--- config.mk ---
export PLATFORM = sky130hd
export DESIGN_NAME = tagdir
export DESIGN_NICKNAME = d
export VERILOG_FILES = /design/src/rtl/tagdir_pkg.sv /design/src/rtl/tagdir_first.sv /design/src/rtl/tagdir_setmatch.sv /design/src/rtl/tagdir_age.sv /design/src/rtl/tagdir.sv
export SDC_FILE = /design/constraint.sdc
export NUM_CORES = 1
export LEC_CHECK = 0
export BUFFER_PORTS_ARGS = -buffer_cell sky130_fd_sc_hd__clkbuf_2
export CORE_UTILIZATION = 60
export DETAILED_ROUTE_END_ITERATION = 7
export MAX_ROUTING_LAYER = met4
export PLACE_DENSITY = 0.77
export SKIP_LAST_GASP = 1
export SYNTH_ARGS = -nofsm -noshare
export SYNTH_HDL_FRONTEND = slang
export SYNTH_SLANG_ARGS = --single-unit
export TNS_END_PERCENT = 30
--- constraint.sdc ---
create_clock -name clk -period 7.2 [get_ports clk]
set_input_delay 0.72 -clock clk [delete_from_list [all_inputs] [get_ports clk]]
set_output_delay 0.72 -clock clk [all_outputs]
set_load 0.05 [all_outputs]
--- src/rtl/tagdir_pkg.sv ---
package tagdir_pkg;
  typedef enum logic [2:0] {
    PERM_ABSENT  = 3'd0,
    PERM_INVALID = 3'd1,
    PERM_RDONLY  = 3'd2,
    PERM_RDWR    = 3'd3,
    PERM_BUSY    = 3'd4
  } perm_e;

  typedef enum logic [1:0] {
    OP_ACCESS  = 2'd0,
    OP_ALLOC   = 2'd1,
    OP_DEALLOC = 2'd2,
    OP_PROBE   = 2'd3
  } op_e;

  typedef enum logic [1:0] {
    KIND_LOAD  = 2'd0,
    KIND_FETCH = 2'd1,
    KIND_STORE = 2'd2
  } kind_e;

  typedef enum logic [1:0] {
    LK_SET   = 2'd0,
    LK_CLEAR = 2'd1,
    LK_TEST  = 2'd2
  } lkop_e;
endpackage

--- src/rtl/tagdir_first.sv ---
module tagdir_first #(
  parameter int N   = 4,
  localparam int IW = (N > 1) ? $clog2(N) : 1
) (
  input  logic [N-1:0]  vec,
  output logic          any,
  output logic [IW-1:0] idx
);
  always_comb begin
    any = 1'b0;
    idx = '0;
    for (int i = N - 1; i >= 0; i--) begin
      if (vec[i]) begin
        any = 1'b1;
        idx = IW'(i);
      end
    end
  end
endmodule

--- src/rtl/tagdir_setmatch.sv ---
module tagdir_setmatch #(
  parameter int WAYS   = 4,
  parameter int ADDR_W = 16,
  localparam int WW    = $clog2(WAYS)
) (
  input  logic [ADDR_W-1:0]            key,
  input  logic [WAYS-1:0]              occ,
  input  logic [WAYS-1:0]              absent,
  input  logic [WAYS-1:0][ADDR_W-1:0]  line,
  output logic [WAYS-1:0]              tag_vec,
  output logic                         hit_any,
  output logic [WW-1:0]                hit_way,
  output logic                         free_any,
  output logic [WW-1:0]                free_way,
  output logic                         avail
);
  logic [WAYS-1:0] hit_vec, free_vec;

  always_comb begin
    for (int w = 0; w < WAYS; w++) begin
      tag_vec[w]  = occ[w] && (line[w] == key);
      hit_vec[w]  = tag_vec[w] && !absent[w];
      free_vec[w] = !occ[w] || absent[w];
    end
  end

  tagdir_first #(.N(WAYS)) u_hit  (.vec(hit_vec),  .any(hit_any),  .idx(hit_way));
  tagdir_first #(.N(WAYS)) u_free (.vec(free_vec), .any(free_any), .idx(free_way));

  assign avail = (|tag_vec) || free_any;
endmodule

--- src/rtl/tagdir_age.sv ---
module tagdir_age #(
  parameter int SETS  = 4,
  parameter int WAYS  = 4,
  localparam int SW   = $clog2(SETS),
  localparam int WW   = $clog2(WAYS),
  localparam int OLD  = WAYS - 1
) (
  input  logic          clk,
  input  logic          rst_n,
  input  logic          touch_en,
  input  logic [SW-1:0] touch_set,
  input  logic [WW-1:0] touch_way,
  input  logic [SW-1:0] rd_set,
  output logic [WW-1:0] victim_way
);
  logic [WW-1:0] age_q [SETS][WAYS];

  always_ff @(posedge clk) begin
    if (!rst_n) begin
      for (int s = 0; s < SETS; s++)
        for (int w = 0; w < WAYS; w++)
          age_q[s][w] <= WW'(OLD);
    end else if (touch_en) begin
      for (int w = 0; w < WAYS; w++) begin
        if (WW'(w) == touch_way)
          age_q[touch_set][w] <= '0;
        else if (age_q[touch_set][w] != WW'(OLD))
          age_q[touch_set][w] <= age_q[touch_set][w] + 1'b1;
      end
    end
  end

  // oldest way wins, lowest index on equal age
  always_comb begin
    victim_way = '0;
    for (int w = 1; w < WAYS; w++)
      if (age_q[rd_set][w] > age_q[rd_set][victim_way])
        victim_way = WW'(w);
  end

  for (genvar g = 0; g < WAYS; g++) begin : g_chk
    assert_victim_oldest_R8: assert property (@(posedge clk) disable iff (!rst_n)
      (age_q[rd_set][g] <= age_q[rd_set][victim_way]) &&
      ((g >= int'(victim_way)) || (age_q[rd_set][g] != age_q[rd_set][victim_way])));
  end

  assert_touched_newest_R4: assert property (@(posedge clk) disable iff (!rst_n)
    touch_en && (touch_set == rd_set) |=> $past(rst_n) |-> (age_q[$past(touch_set)][$past(touch_way)] == '0));
endmodule

--- src/rtl/tagdir.sv ---
module tagdir
  import tagdir_pkg::*;
#(
  parameter int ADDR_W     = 16,
  parameter int CAP_BYTES  = 256,
  parameter int WAYS       = 4,
  parameter int LINE_BYTES = 16,
  parameter int IDX_LSB    = $clog2(LINE_BYTES),
  parameter int CTX_W      = 4
) (
  input  logic                     clk,
  input  logic                     rst_n,
  input  logic                     req_valid,
  output logic                     req_ready,
  input  logic [1:0]               req_op,
  input  logic [ADDR_W-1:0]        req_addr,
  input  logic [1:0]               req_kind,
  input  logic                     req_touch,
  output logic                     rsp_valid,
  input  logic                     rsp_ready,
  output logic                     rsp_hit,
  output logic [$clog2(WAYS)-1:0]  rsp_way,
  output logic                     rsp_grant,
  output logic                     rsp_avail,
  output logic                     rsp_err,
  output logic [ADDR_W-1:0]        rsp_victim,
  output logic                     alloc_err,
  input  logic                     pw_en,
  input  logic [ADDR_W-1:0]        pw_addr,
  input  logic [2:0]               pw_state,
  input  logic                     lk_en,
  input  logic [1:0]               lk_op,
  input  logic [ADDR_W-1:0]        lk_addr,
  input  logic [CTX_W-1:0]         lk_ctx,
  output logic                     lk_found,
  output logic                     lk_match
);
  localparam int SETS  = CAP_BYTES / WAYS / LINE_BYTES;
  localparam int SW    = $clog2(SETS);
  localparam int WW    = $clog2(WAYS);
  localparam int NLOOK = 3;          // 0 request, 1 state port, 2 lock port
  localparam int CH_REQ = 0, CH_PW = 1, CH_LK = 2;

  // directory storage
  logic              occ_q  [SETS][WAYS];
  logic [ADDR_W-1:0] line_q [SETS][WAYS];
  perm_e             perm_q [SETS][WAYS];
  logic              lkv_q  [SETS][WAYS];
  logic [CTX_W-1:0]  own_q  [SETS][WAYS];

  // parallel lookups
  logic [ADDR_W-1:0] key      [NLOOK];
  logic [SW-1:0]     kset     [NLOOK];
  logic [WAYS-1:0]   m_tag    [NLOOK];
  logic              m_hit    [NLOOK];
  logic [WW-1:0]     m_hway   [NLOOK];
  logic              m_free   [NLOOK];
  logic [WW-1:0]     m_fway   [NLOOK];
  logic              m_avail  [NLOOK];

  assign key[CH_REQ] = req_addr;
  assign key[CH_PW]  = pw_addr;
  assign key[CH_LK]  = lk_addr;

  for (genvar c = 0; c < NLOOK; c++) begin : g_look
    logic [WAYS-1:0]             occ_v, abs_v;
    logic [WAYS-1:0][ADDR_W-1:0] line_v;
    assign kset[c] = key[c][IDX_LSB +: SW];
    always_comb begin
      for (int w = 0; w < WAYS; w++) begin
        occ_v[w]  = occ_q[kset[c]][w];
        abs_v[w]  = (perm_q[kset[c]][w] == PERM_ABSENT);
        line_v[w] = line_q[kset[c]][w];
      end
    end
    tagdir_setmatch #(.WAYS(WAYS), .ADDR_W(ADDR_W)) u_match (
      .key(key[c]), .occ(occ_v), .absent(abs_v), .line(line_v),
      .tag_vec(m_tag[c]), .hit_any(m_hit[c]), .hit_way(m_hway[c]),
      .free_any(m_free[c]), .free_way(m_fway[c]), .avail(m_avail[c]));
  end

  // request decode
  logic    accept, is_acc, is_alloc, is_dealloc, alloc_bad, alloc_ok, grant;
  logic    touch_en;
  logic [WW-1:0] touch_way, vic_way;
  perm_e   hperm;

  assign req_ready  = !rsp_valid || rsp_ready;
  assign accept     = req_valid && req_ready;
  assign is_acc     = (req_op == OP_ACCESS);
  assign is_alloc   = (req_op == OP_ALLOC);
  assign is_dealloc = (req_op == OP_DEALLOC);
  assign hperm      = perm_q[kset[CH_REQ]][m_hway[CH_REQ]];
  assign alloc_bad  = m_hit[CH_REQ] || !m_avail[CH_REQ];
  assign alloc_ok   = accept && is_alloc && !alloc_bad;
  assign grant      = m_hit[CH_REQ] &&
                      ((hperm == PERM_RDWR) ||
                       ((hperm == PERM_RDONLY) && (req_kind != KIND_STORE)));
  assign touch_en   = accept && ((is_acc && m_hit[CH_REQ]) || (is_alloc && !alloc_bad && req_touch));
  assign touch_way  = is_alloc ? m_fway[CH_REQ] : m_hway[CH_REQ];

  tagdir_age #(.SETS(SETS), .WAYS(WAYS)) u_age (
    .clk(clk), .rst_n(rst_n), .touch_en(touch_en), .touch_set(kset[CH_REQ]),
    .touch_way(touch_way), .rd_set(kset[CH_REQ]), .victim_way(vic_way));

  // lock port
  logic [CTX_W-1:0] lk_own;
  logic             lk_own_v;
  assign lk_own   = own_q[kset[CH_LK]][m_hway[CH_LK]];
  assign lk_own_v = lkv_q[kset[CH_LK]][m_hway[CH_LK]];
  assign lk_found = m_hit[CH_LK];
  assign lk_match = lk_en && (lk_op == LK_TEST) && m_hit[CH_LK] && lk_own_v && (lk_own == lk_ctx);

  // storage update: state port, then lock port, then request (last wins)
  always_ff @(posedge clk) begin
    if (!rst_n) begin
      for (int s = 0; s < SETS; s++)
        for (int w = 0; w < WAYS; w++) begin
          occ_q[s][w]  <= 1'b0;
          line_q[s][w] <= '0;
          perm_q[s][w] <= PERM_ABSENT;
          lkv_q[s][w]  <= 1'b0;
          own_q[s][w]  <= '0;
        end
    end else begin
      if (pw_en)
        for (int w = 0; w < WAYS; w++)
          if (m_tag[CH_PW][w]) perm_q[kset[CH_PW]][w] <= perm_e'(pw_state);
      if (lk_en && m_hit[CH_LK]) begin
        if (lk_op == LK_SET) begin
          lkv_q[kset[CH_LK]][m_hway[CH_LK]] <= 1'b1;
          own_q[kset[CH_LK]][m_hway[CH_LK]] <= lk_ctx;
        end else if (lk_op == LK_CLEAR) begin
          lkv_q[kset[CH_LK]][m_hway[CH_LK]] <= 1'b0;
        end
      end
      if (alloc_ok) begin
        occ_q[kset[CH_REQ]][m_fway[CH_REQ]]  <= 1'b1;
        line_q[kset[CH_REQ]][m_fway[CH_REQ]] <= req_addr;
        perm_q[kset[CH_REQ]][m_fway[CH_REQ]] <= PERM_INVALID;
        lkv_q[kset[CH_REQ]][m_fway[CH_REQ]]  <= 1'b0;
      end
      if (accept && is_dealloc && m_hit[CH_REQ]) begin
        occ_q[kset[CH_REQ]][m_hway[CH_REQ]]  <= 1'b0;
        perm_q[kset[CH_REQ]][m_hway[CH_REQ]] <= PERM_ABSENT;
        lkv_q[kset[CH_REQ]][m_hway[CH_REQ]]  <= 1'b0;
      end
    end
  end

  // registered response
  always_ff @(posedge clk) begin
    if (!rst_n) begin
      rsp_valid  <= 1'b0;
      rsp_hit    <= 1'b0;
      rsp_way    <= '0;
      rsp_grant  <= 1'b0;
      rsp_avail  <= 1'b0;
      rsp_err    <= 1'b0;
      rsp_victim <= '0;
      alloc_err  <= 1'b0;
    end else begin
      if (accept) begin
        rsp_valid  <= 1'b1;
        rsp_hit    <= m_hit[CH_REQ];
        rsp_way    <= is_alloc ? m_fway[CH_REQ] : m_hway[CH_REQ];
        rsp_grant  <= is_acc && grant;
        rsp_avail  <= m_avail[CH_REQ];
        rsp_err    <= is_alloc && alloc_bad;
        rsp_victim <= line_q[kset[CH_REQ]][vic_way];
        if (is_alloc && alloc_bad) alloc_err <= 1'b1;
      end else if (rsp_ready) begin
        rsp_valid <= 1'b0;
      end
    end
  end

  assert_rsp_after_accept_R11: assert property (@(posedge clk) disable iff (!rst_n)
    req_valid && req_ready |=> rsp_valid);
  assert_rsp_held_R11: assert property (@(posedge clk) disable iff (!rst_n)
    rsp_valid && !rsp_ready |=> rsp_valid && $stable(rsp_way) && $stable(rsp_victim) &&
                                $stable(rsp_grant) && $stable(rsp_hit));
  assert_grant_needs_hit_R3: assert property (@(posedge clk) disable iff (!rst_n)
    rsp_valid && rsp_grant |-> rsp_hit);
  assert_err_sticky_R10: assert property (@(posedge clk) disable iff (!rst_n)
    alloc_err |=> alloc_err);
  assert_err_raises_flag_R10: assert property (@(posedge clk) disable iff (!rst_n)
    rsp_valid && rsp_err |-> alloc_err);
endmodule

==> results.toml <==
[pwr]
leakagePower_nw = 10.70
p_sw_share_pct = 25.96
power_density_nw_per_um2 = 220.8
cell_internal_pwr_w = 0.004875
p_seq_share_pct = 45.6
p_switching_w = 0.001709
ir_worst_vdd_uv = 264.5
p_comb_share_pct = 14.1
p_clk_share_pct = 40.3

[timing]
timing.fmax_ghz = 0.1691
setup_tns_ns = 0
finalSetupViolations = 0
final_hold_viol_count = 0
fin_skew_ns = 0.01878
min_period_ns = 5.912
final_max_slew_viol_count = 0
rsz0062_at_grt = "no"
relSlewSlack_pct = 4.457
fin_hold_ws_ns = 0.3721
tightest_slew_ns = 1.420
fin_crit_sh_pct = 82.11

[run_status]
outcome = "complete, no violations"

[clocking]
clkSinkCount = 456
cts_setup_buffers = 0
cts_buffers = 49
cts_hold_buffers = 0
htree_num_levels = 2
clockBufferDepth = 3
clock-root-buffer = "clkbuf_16"
clock_latency_ns = 0.60
clk_pin_slew_ns = 0.06
cts-resized-gates = 0
cts_tree = "yes"

[global_routing]
grt_overflow_total = 0
grt_pass1_vias = 19797
grt_pass1_wl_um = 125400
grt_max_degree = 66
antenna_found_initial = 0
grt_util_all_layers_pct = 37.95

[drt]
vias = 20176
drtIter0Drc = 2879
final_antenna_net_count = 0
drt_wl_total_um = 84700
routedWlPerCell_um = 29.31
via_per_inst = 6.981
drc_errors = 0
drt_pass1_iterations = 6

[setup_path]
cp_cell_sequence = "buf_4, buf_12, mux4_2, xnor2_1, nand3_1, nor4_1, buf_4, nand2_1, o32ai_1, nor3_1, xor2_1, nor4_1, clkbuf_2"
slowest_stage = "nor4_1"
cp-start-kind = "input port"
crit_fanout = 39
cp_data_arrival_time_ns = 5.19
critical_path.max_stage_delay_ns = 0.75
crit_required_ns = 6.48
path_class = "in2out"
end_kind = "primary output"

[synthesis]
synth_top_area_share_pct = 42.36
syn_inst = 2229
async_flop_share_pct = 0
synth_area_leaders = "edfxtp_1 42%, mux4_2 18%, and2_1 6.2%"
synth_seq_cells = 456
synth_edf_count = 383
netlist_area_um2 = 27150
yosysWarnings = 0
yosys.area.top_type = "edfxtp_1"
yosysSeqAreaShare_pct = 47.74
synthFlopType = "edfxtp_1"
avgSynthCellArea_um2 = 12.18
ys_types = 75

[layout]
drive_above_1_share_pct = 20.02
layout_common_cells = "383 x edfxtp_1, 269 x and2_1, 213 x mux4_2"
final_area_um2 = 29820
areaGrowthSynthToFinish_pct = 9.806
final_common_cell = "edfxtp_1"
seq_area_um2 = 12960
nNetsFinal = 2340
fillers = 3225
fin_util_pct = 67.13
diodes = 0
multi_input_area_um2 = 13350

[floorplanning]
coreArea_um2 = 44410
ios = 95
die_h_um = 214.7
die_area_um2 = 46110
fp-row-count = 77
initial_core_util_pct = 61.14
fp.dieW_um = 214.7

[placement]
place.gp.congestion = 1.007
dpl.hpwl_um = 58220
port_buffers = 94
placed_area_um2 = 28160

[min_path]
hp-class = "in2reg"

[run]
maxCapViolations = 0
-- path summary, 6_finish.rpt --
| path | from | end | slack [ns] | cells past startpoint |
|---|---|---|---|---|
| setup / recovery | lk_addr[4] | lk_match | 1.29 | 13 |
| hold / removal | req_valid | rsp_valid$_SDFFE_PN0P_ | 0.37 | 3 |
| setup reg to reg | line_q[0][36]$_SDFFCE_PN0P_ | line_q[0][57]$_SDFFCE_PN0P_ | 2.22 | 10 |
| hold reg to reg | rsp_hit$_SDFFE_PN0P_ | rsp_hit$_SDFFE_PN0P_ | 0.45 | 2 |
-- critical path, delay by kind of cell --
family	cells	cell delay (ns)
AND/OR/NAND/NOR	5	1.62
buffers and inverters	4	1.55
multiplexers	1	0.55
AO/OA/AOI/OAI	1	0.36
XOR/XNOR	2	0.35
-- power groups by stage --
stage / logic [W] / clock network, W / registers [W]
final: 0.000927 / 0.00265 / 0.00300
after global routing: 0.000959 / 0.00276 / 0.00301
after CTS: 0.000906 / 0.00266 / 0.00300
after detailed placement: 0.000901 / 0 / 0.00306
after global placement: 0.000892 / 0 / 0.00305
after floorplan: 0.000577 / 0 / 0.00308
-- synthesized netlist by cell type (4+ instances only) --
| master | instances |
|---|---|
| a211oi_1 | 38 |
| a21oi_1 | 44 |
| a31o_1 | 4 |
| a31oi_1 | 4 |
| and2_1 | 269 |
| and3_1 | 53 |
| buf_1 | 26 |
| buf_2 | 36 |
| buf_4 | 6 |
| buf_6 | 6 |
| clkbuf_1 | 115 |
| dfxtp_1 | 73 |
| edfxtp_1 | 383 |
| ha_1 | 11 |
| inv_1 | 23 |
| mux2_2 | 4 |
| mux2i_1 | 37 |
| mux4_2 | 213 |
| nand2_1 | 120 |
| nand2b_1 | 33 |
| nand3_1 | 66 |
| nand4_1 | 36 |
| nor2_1 | 148 |
| nor2_2 | 4 |
| nor2b_1 | 24 |
| nor3_1 | 46 |
| nor4_1 | 28 |
| nor4b_1 | 5 |
| o211ai_1 | 15 |
| o21a_1 | 12 |
| o21ai_0 | 50 |
| o21ai_1 | 5 |
| o221ai_1 | 4 |
| o22a_1 | 7 |
| o22ai_1 | 9 |
| o31a_1 | 4 |
| o31ai_1 | 4 |
| o32ai_1 | 5 |
| or2_2 | 6 |
| or3_1 | 11 |
| xnor2_1 | 108 |
| xor2_1 | 78 |
-- stage by stage --
| stage | total power, W | std cells | worst slack [ns] |
|---|---|---|---|
| 2_1_floorplan | 0.003655 | 2244 | 0.6309 |
| 3_3_place_gp | 0.003940 | 2802 | 1.193 |
| 3_5_place_dp | 0.003958 | 2802 | 1.046 |
| 4_1_cts | 0.006571 | 2890 | 1.422 |
| 5_1_grt | 0.006733 | 2890 | 1.146 |
| 6_report | 0.006584 | 2890 | 1.288 |
-- per-layer routing --
layer  GRT usage [%]  vias up  routed length (um)
li1                -     8429                   -
met1           47.59     9908               29760
met2           58.18     1507               39650
met3           7.601      332                9724
met4           20.83        0                5567
met5               -        -                   0
-- cell families (layout without fill, tap and decap cells) --
kind of cell	count (synthesis)	after routing	synth area share, %
buf+inv	214	268	3.373
mux	254	254	19.20
compound gates	237	237	5.857
simple gates	870	870	17.32
flops	456	456	47.74
other cells	1	16	0.01381
fa+ha+maj	11	11	0.5069
xor+xnor	186	186	5.999
-- registers in the layout, summed over array words and instances (netlist names) --
name / count
line_q: 256
own_q: 64
perm_q: 48
u_age.age_q: 32
lkv_q: 16
occ_q: 16
rsp_victim: 16
rsp_way: 2
alloc_err: 1
rsp_avail: 1
rsp_err: 1
rsp_grant: 1
rsp_hit: 1
rsp_valid: 1
-- cell type report --
cell class | count | share of cell area [%]
Sequential cell | 456 | 43.47
Tap cell | 592 | 2.484
Multi-Input combinational cell | 1574 | 44.78
Timing Repair Buffer | 155 | 3.395
Inverter | 25 | 0.3147
Clock buffer | 62 | 4.343
Clock inverter | 26 | 1.209
(Power assumes the default switching activity.)
